$ cat config.mk
export PLATFORM = sky130hd
export DESIGN_NAME = membus_port
export DESIGN_NICKNAME = d
export VERILOG_FILES = /design/src/rtl/membus_pkg.sv /design/src/rtl/membus_sync.sv /design/src/rtl/membus_ctl.sv /design/src/rtl/membus_mdr.sv /design/src/rtl/membus_port.sv
export SDC_FILE = /design/constraint.sdc
export NUM_CORES = 1
export LEC_CHECK = 0
export BUFFER_PORTS_ARGS = -buffer_cell sky130_fd_sc_hd__buf_2
export CAP_MARGIN = 10
export CORE_MARGIN = 8
export CORE_UTILIZATION = 39
export DETAILED_ROUTE_END_ITERATION = 7
export PLACE_DENSITY = 0.77
export SETUP_SLACK_MARGIN = 0.5
export SLEW_MARGIN = 20
export SYNTH_ARGS = -nofsm -noshare
export SYNTH_HDL_FRONTEND = slang
export SYNTH_SLANG_ARGS = --single-unit
$ cat constraint.sdc
create_clock -name clk -period 1.2 [get_ports clk]
set_input_delay 0.12 -clock clk [delete_from_list [all_inputs] [get_ports clk]]
set_output_delay 0.12 -clock clk [all_outputs]
set_load 0.005 [all_outputs]
$ cat src/rtl/membus_pkg.sv
package membus_pkg;
   typedef enum logic [1:0] {
      XF_IDLE   = 2'd0,
      XF_ACTIVE = 2'd1,
      XF_DRAIN  = 2'd2
   } xfer_state_t;
endpackage

$ cat src/rtl/membus_sync.sv
module membus_sync #(
   parameter int STAGES = 2
) (
   input  logic clk,
   input  logic rst_n,
   input  logic async_in,
   output logic sync_out
);
   generate
      if (STAGES < 2) begin : g_bad
         $error("membus_sync: STAGES must be at least 2");
      end
   endgenerate

   logic [STAGES-1:0] chain;

   generate
      for (genvar i = 0; i < STAGES; i++) begin : g_stage
         if (i == 0) begin : g_first
            always_ff @(posedge clk) begin
               if (!rst_n) chain[0] <= 1'b0;
               else        chain[0] <= async_in;
            end
         end else begin : g_next
            always_ff @(posedge clk) begin
               if (!rst_n) chain[i] <= 1'b0;
               else        chain[i] <= chain[i-1];
            end
         end
      end
   endgenerate

   assign sync_out = chain[STAGES-1];
endmodule

$ cat src/rtl/membus_ctl.sv
module membus_ctl
   import membus_pkg::*;
(
   input  logic clk,
   input  logic rst_n,
   input  logic rd_req,
   input  logic wr_req,
   input  logic wait_cmp,
   input  logic done_s,
   output logic mem_rd,
   output logic mem_wr,
   output logic stall
);
   xfer_state_t state;

   always_ff @(posedge clk) begin
      if (!rst_n) begin
         state  <= XF_IDLE;
         mem_rd <= 1'b0;
         mem_wr <= 1'b0;
      end else begin
         unique case (state)
            XF_IDLE: begin
               if (rd_req) begin
                  mem_rd <= 1'b1;
                  state  <= XF_ACTIVE;
               end else if (wr_req) begin
                  mem_wr <= 1'b1;
                  state  <= XF_ACTIVE;
               end
            end
            XF_ACTIVE: begin
               if (done_s) begin
                  mem_rd <= 1'b0;
                  mem_wr <= 1'b0;
                  state  <= XF_DRAIN;
               end
            end
            XF_DRAIN: begin
               if (!done_s) state <= XF_IDLE;
            end
            default: state <= XF_IDLE;
         endcase
      end
   end

   assign stall = wait_cmp && (state == XF_ACTIVE) && !done_s;


   strobe_excl_chk: assert property (@(posedge clk) disable iff (!rst_n)
      !(mem_rd && mem_wr));


   strobe_hold_chk: assert property (@(posedge clk) disable iff (!rst_n)
      ((mem_rd || mem_wr) && !done_s) |=> $stable({mem_rd, mem_wr}));


   strobe_release_chk: assert property (@(posedge clk) disable iff (!rst_n)
      ((mem_rd || mem_wr) && done_s) |=> (!mem_rd && !mem_wr));


   no_restart_chk: assert property (@(posedge clk) disable iff (!rst_n)
      (state != XF_IDLE) |=> (!$rose(mem_rd) && !$rose(mem_wr)));


   stall_cause_chk: assert property (@(posedge clk) disable iff (!rst_n)
      stall |-> (wait_cmp && (mem_rd || mem_wr)));
endmodule

$ cat src/rtl/membus_mdr.sv
module membus_mdr #(
   parameter int DATA_W = 32
) (
   input  logic              clk,
   input  logic              rst_n,
   input  logic [DATA_W-1:0] ibus_in,
   input  logic              ld_int,
   input  logic              ld_ext,
   input  logic              ext_ok,
   input  logic [DATA_W-1:0] mem_rdata,
   input  logic              drv_int,
   input  logic              drv_ext,
   output logic [DATA_W-1:0] ibus_out,
   output logic              ibus_oe,
   output logic [DATA_W-1:0] mem_wdata,
   output logic              mem_wdata_oe
);
   logic [DATA_W-1:0] mdr_q;

   always_ff @(posedge clk) begin
      if (!rst_n)                mdr_q <= '0;
      else if (ld_int)           mdr_q <= ibus_in;
      else if (ld_ext && ext_ok) mdr_q <= mem_rdata;
   end

   assign ibus_out     = drv_int ? mdr_q : '0;
   assign ibus_oe      = drv_int;
   assign mem_wdata    = mdr_q;
   assign mem_wdata_oe = drv_ext;


   stall_freeze_chk: assert property (@(posedge clk) disable iff (!rst_n)
      (!ld_int && !ext_ok) |=> $stable(mdr_q));
endmodule

$ cat src/rtl/membus_port.sv
module membus_port #(
   parameter int ADDR_W      = 16,
   parameter int DATA_W      = 32,
   parameter int SYNC_STAGES = 2
) (
   input  logic              clk,
   input  logic              rst_n,
   input  logic [DATA_W-1:0] ibus_in,
   input  logic              addr_ld,
   input  logic              mdr_ld_int,
   input  logic              mdr_ld_ext,
   input  logic              mdr_drv_int,
   input  logic              mdr_drv_ext,
   input  logic              rd_req,
   input  logic              wr_req,
   input  logic              wait_cmp,
   output logic [DATA_W-1:0] ibus_out,
   output logic              ibus_oe,
   output logic              stall,
   output logic [ADDR_W-1:0] mem_addr,
   output logic              mem_rd,
   output logic              mem_wr,
   output logic [DATA_W-1:0] mem_wdata,
   output logic              mem_wdata_oe,
   input  logic [DATA_W-1:0] mem_rdata,
   input  logic              mem_done
);
   generate
      if (ADDR_W < 1 || DATA_W < 1) begin : g_bad_w
         $error("membus_port: widths must be positive");
      end
      if (ADDR_W > DATA_W) begin : g_bad_a
         $error("membus_port: ADDR_W must not exceed DATA_W");
      end
   endgenerate

   logic              done_s;
   logic [ADDR_W-1:0] mar_q;

   always_ff @(posedge clk) begin
      if (!rst_n)       mar_q <= '0;
      else if (addr_ld) mar_q <= ibus_in[ADDR_W-1:0];
   end
   assign mem_addr = mar_q;

   membus_sync #(.STAGES(SYNC_STAGES)) u_sync (
      .clk      (clk),
      .rst_n    (rst_n),
      .async_in (mem_done),
      .sync_out (done_s)
   );

   membus_ctl u_ctl (
      .clk      (clk),
      .rst_n    (rst_n),
      .rd_req   (rd_req),
      .wr_req   (wr_req),
      .wait_cmp (wait_cmp),
      .done_s   (done_s),
      .mem_rd   (mem_rd),
      .mem_wr   (mem_wr),
      .stall    (stall)
   );

   membus_mdr #(.DATA_W(DATA_W)) u_mdr (
      .clk          (clk),
      .rst_n        (rst_n),
      .ibus_in      (ibus_in),
      .ld_int       (mdr_ld_int),
      .ld_ext       (mdr_ld_ext),
      .ext_ok       (!stall),
      .mem_rdata    (mem_rdata),
      .drv_int      (mdr_drv_int),
      .drv_ext      (mdr_drv_ext),
      .ibus_out     (ibus_out),
      .ibus_oe      (ibus_oe),
      .mem_wdata    (mem_wdata),
      .mem_wdata_oe (mem_wdata_oe)
   );


   mar_hold_chk: assert property (@(posedge clk) disable iff (!rst_n)
      !addr_ld |=> $stable(mem_addr));


   mar_load_chk: assert property (@(posedge clk) disable iff (!rst_n)
      addr_ld |=> (mem_addr == $past(ibus_in[ADDR_W-1:0])));
endmodule

; ---- Word-level counts from Yosys, hierarchy flattened
; Index checks and enable logic that the tools add are counted.
[op_classes]
eq_ne = 8
mux = 14
reduce_logical = 11
[op_table]
columns = operator, count
row1 = 32-bit 2-to-1 mux, 3
row2 = 2-bit != test (second input constant), 5
row3 = 2-bit 2-to-1 mux, 4
row4 = 2-bit one-hot mux with 3 select lines, 1
row5 = 3-bit AND reduction, 2
row6 = 1-bit 2-to-1 mux, 4
row7 = 1-bit one-hot mux with 2 select lines, 2
row8 = 4-bit AND reduction, 1
row9 = 2-bit nonzero test, 2
row10 = 1-bit logical AND, 3
row11 = 3-bit != test (second input constant), 1
row12 = 2-bit by 1-bit == test with 1-bit output (second input constant), 1
row13 = 2-bit == test (second input constant), 1
row14 = 1-bit logical NOT, 2
row15 = 2-bit logical NOT, 1
[totals]
regBits = 54
output_inout_bits = 85
word_cells = 40

; ---- Logic depth before layout (Yosys ltp)
[logic_depth]
ltp_word = 7
mapped_depth = 5
mapped_depth_nobuf = 3

; ---- By module
; From an unflattened synthesis, not the netlist that was laid out.
[hier_totals]
cells_unflattened = 296
area_unflattened_um2 = 2876.5
[by_module_without_submodules]
columns = module, instances, cells_per_inst, area_each_um2, seq_area_each_um2
row1 = membus_mdr, 1, 221, 2031.9, 640.6
row2 = membus_port, 1, 52, 619.3, 320.3
row3 = membus_ctl, 1, 19, 172.7, 80.1
row4 = membus_sync, 1, 4, 52.6, 40.0

; ---- Worst setup path after synthesis
; Ideal clock, no wire load.
[synth_timing]
path_type = reg-to-reg
startpoint = register u_ctl.state[1]
endpoint = register u_mdr.mdr_q[0] (netlist: u_mdr.mem_wdata[0])
t_arrival_ns = 1.211
setup_slack_ns = -0.083
path_stages_with_launch = 5
path_buffers = 1
synth_period_minus_slack_ns = 1.283
path_cell_list = dfxtp_1 > nand4bb_2 > a21oi_4 > buf_6 > mux2i_1
[synth_between]
elab_chain_len = 6
[synth_lines]
columns = element, line_no
row1 = "start, declared", membus_ctl.sv:14  ; xfer_state_t state;
row2 = "start signal, assigned", membus_ctl.sv:18  ; state <= XF_IDLE;
row3 = "start signal, assigned", membus_ctl.sv:26  ; state <= XF_ACTIVE;
row4 = "start signal, assigned", membus_ctl.sv:29  ; state <= XF_ACTIVE;
row5 = 2-bit by 1-bit == test with 1-bit output, membus_ctl.sv:47  ; assign stall = wait_cmp && (state == XF_ACTIVE) && !done_s;
row6 = 1-bit logical AND (2 in series), membus_ctl.sv:47
row7 = 1-bit logical NOT, membus_port.sv:71  ; .ext_ok (!stall),
row8 = 1-bit logical AND, membus_mdr.sv:23  ; else if (ld_ext && ext_ok) mdr_q <= mem_rdata;
row9 = 2-bit nonzero test (no line), --
row10 = "end signal, assigned", membus_mdr.sv:22  ; else if (ld_int) mdr_q <= ibus_in;
row11 = "end signal, assigned", membus_mdr.sv:23
row12 = "end, declared", membus_mdr.sv:18  ; logic [DATA_W-1:0] mdr_q;
; No other way between the ends.
; A chain may end at the register's enable or synchronous reset.

; ---- Final worst setup path
[layout_timing]
startpoint = register u_ctl.state[1]
endpoint = register u_mdr.mdr_q[30] (netlist: u_mdr.mem_wdata[30])
; The elaborated chain is that of the path after synthesis.

==> metrics <==
outcome=finished with violations; violated checks=negative setup slack; worst hold path endpoint=mem_addr[12]; largest vdd supply drop=approximately 820 uV; Layout area overhead=63.63%; multiplexer share of the synthesized area=18.11%; highest-delay cell along the critical path=dfxtp_2; number of buffers and inverters on the critical path=2; synth top area cells=dfxtp_1 (41%), mux2i_1 (18%), o211ai_1 (9.1%), and2_1 (8.0%), nand2b_1 (7.5%); Placement Rows=30; Power Dens Cells=1020 nW/um^2; sink count of the clock tree=54; Req. time, crit path=1.43 ns; synthesized-area fraction occupied by adder cells=0%; hold-fix buffers at CTS=0; setup skew after layout=0.005003 ns; vias after detailed routing=2626; CTS tree=built; leakage dissipation=2.070 nW; post-synthesis register bit count=54; Synth top area share=40.75%; # Max-Cap Violations=0; Crit Reg-Reg Startpoint=u_ctl.state[1]; clock network latency to the later pin of the worst-skew pair=0.30 ns; first-pass GRT wire length=13.15 mm; Total Wirelength=8.627 mm; drt first pass iters=4; relative slew slack=a little over two thirds; number of stages on the worst hold path=3; number of max-slew violations in the final report=0; hold path startpoint=ibus_in[12]; area fraction in and, or, nand and nor cells after synthesis=24.06%; global placement routability congestion=0.7808; register cell area after layout=roughly 1100 um^2; post-route design area=about 4300 um^2; number of H-tree levels=2; final critical-path setup slack=-0.1180 ns; number of buffers added on ports=~160; maximum cell stage delay along the critical path=0.33 ns; share of the synthesized netlist area taken by xor and xnor gates=less than 1%; kind of capture point of the worst setup path=flip-flop; Placed Cells incl. Taps=514; post-route antenna net violation count=0; number of vias per cell=4.836; CP startpoint kind=flip-flop; number of setup violations in the final report=33; pin count of the biggest net entering global routing=46; diodes inserted=0; layout cells sized above 1=58.96%; Hold Crit Class=in2reg; largest fanout on the critical path=6; overall overflow remaining after global route=0; WP data arrival=1.55 ns; share of the cycle needed by the critical path after routing=109.8%; number of antenna violations at the first check in global routing=0; global router's overall resource usage=approximately 16%; worst-margin pin slew=0.4516 ns; post-DP HPWL=6.267 mm; routed length per placed instance=between 15 and 20 um; via count of the first global-routing pass=roughly 2700; reg2reg end=u_mdr.mem_wdata[30]; final period demand of the worst path=1.318 ns; number of clock buffers inserted by TritonCTS=5; Die X=98.47 um; area taken by multi-input logic gates=around 1500 um^2; type of the setup path with the least slack=reg2reg; post-synthesis cell count=roughly 290; root cell of the clock tree=clkbuf_8; Max Clock Freq=758.7 MHz; total core area=6681 um^2; layout net count=about 540; Cell Chain, Critical Path=nand4bb_4, a21oi_4, buf_6, clkbuf_16, mux2i_1; Yosys Warn Count=0; number of distinct library cells after synthesis=23; count of boundary I/O pins=160; family of cells with the greatest summed delay on the critical path=flip-flops; total standard cell area after synthesis=2653 um^2; DRC Markers=0; clock-pin slew on the worst setup and hold paths=0.10 ns; share of synthesized area occupied by flip-flops and latches=40.75%; final non-filler cell total=543; instance area after placement=3527 um^2; chip height=between 90 and 100 um; Mapped Avg Cell Area=9.115 um^2; dpl ws=-0.05220 ns; worst reg2reg setup slack=-0.12 ns; area fraction in compound gates after synthesis=approximately 11%; net count after synthesis=366; largest family of logic cells by synthesized area=simple AND/OR/NAND/NOR gates; RSZ-0062 raised after global routing=yes; fillcell total=576; starting density of the core=39.70%; violation count after the first detailed-routing iteration=84; number of endpoints with negative hold slack in the final report=0; Max Buffers Root-to-Sink=2; Yosys top cell by area=dfxtp_1; full die area=slightly below 10000 um^2; count of cells along the worst register-to-register path=5
## Yosys cell counts
library cell  count
clkbuf_1         13
buf_6             3
a21oi_4           1
a311oi_1          1
nand2b_1         32
inv_1             4
a21oi_1           1
o21bai_1          1
xnor2_1           1
and2_1           34
buf_4             2
buf_2             8
o211ai_1         32
mux2i_1          48
nor4b_1           1
a2111oi_0         1
nor2b_1           1
nor3_1            2
nor2_1           17
o21ai_0           1
dfxtp_1          54
nand4bb_2         1
nand2_1          32
## routing by layer
metal	part of all wire, %	wire (um)	up-vias	GRT usage (%)
met5	0	0	-	0
met2	53	4613	82	30.09
li1	-	-	1317	-
met1	39	3325	1221	16.65
met3	7.0	602	6	5.920
met4	0.99	85	0	4.959
## cells by family after synthesis
group / after synthesis
AND/OR/NAND/NOR: 120
flip-flops: 54
multiplexers: 48
AO/OA/AOI/OAI: 38
buffers and inverters: 30
XOR/XNOR: 1
## worst min-delay path, cell delays in order
cell     delay, ns
buf_2         0.08
mux2i_1       0.06
nor2_1        0.07
## cell usage in the layout, fill, tap and decap left out, types with 2 or more instances in the layout
cell type  count
and2_1        20
dfxtp_2       52
nand2b_1      32
mux2i_1       48
clkinv_2       2
inv_1          3
buf_4         13
buf_8          2
buf_12         4
nor2_1        17
clkbuf_8       5
and2_4        14
nand2_1       32
o211ai_1      32
buf_6         54
clkbuf_16      2
buf_2        115
## state kept, by name (all words and copies together), names as in the netlist
signal           count
u_ctl.mem_wr         1
mem_addr            16
u_sync.chain         1
u_mdr.mem_wdata     32
u_ctl.state          2
u_sync.sync_out      1
u_ctl.mem_rd         1
## worst max-delay path by stage
| stage | start | to | slack, ns | depth (start not counted) |
|---|---|---|---|---|
| global route | u_ctl.state[1] | u_mdr.mem_wdata[8] | -0.18 | 5 |
| CTS | u_sync.sync_out | u_mdr.mem_wdata[3] | -0.05 | 4 |
| global placement | u_sync.sync_out | u_mdr.mem_wdata[7] | -0.003 | 4 |
| finish | u_ctl.state[1] | u_mdr.mem_wdata[30] | -0.12 | 5 |
| detailed placement | u_sync.sync_out | u_mdr.mem_wdata[30] | -0.05 | 4 |
| floorplan | u_sync.sync_out | u_mdr.mem_wdata[0] | 0.01 | 4 |
## area by class of cell
| cell class | instances | area share [%] |
|---|---|---|
| well taps | 80 | 2.306 |
| clock buffers | 5 | 1.585 |
| flip-flops and latches | 54 | 26.49 |
| repair buffers | 190 | 33.21 |
| multi-input cells | 207 | 35.14 |
| inverters | 4 | 0.3459 |
| clock inverters | 3 | 0.9225 |
## power breakdown
group / internal, mW / switching [mW] / leakage (nW)
logic: 0.706 / 0.469 / 1.55
clock network: 0.615 / 0.574 / 0.0579
registers: 1.96 / 0.104 / 0.465
total: 3.28 / 1.15 / 2.07
## stage by stage
stage          hold WS (ns)  power (mW)  setup TNS [ns]  util [%]
2_1_floorplan        0.2473       2.511               0         -
3_3_place_gp         0.2401       2.887        -0.01044     52.79
3_5_place_dp         0.2401       2.917         -0.7179     52.79
4_1_cts             0.05973       4.240         -0.9846     58.13
5_1_grt             0.05932       4.662          -4.844     64.96
6_report            0.06877       4.427          -2.716     64.96
## what timing repair did
item,CTS,global route
endpoints found under the setup margin,120,120
gates resized for setup,76,65
buffers inserted,4,15
pin swaps,1,5
gates cloned,0,2
Power figures use the tool's default switching activity.
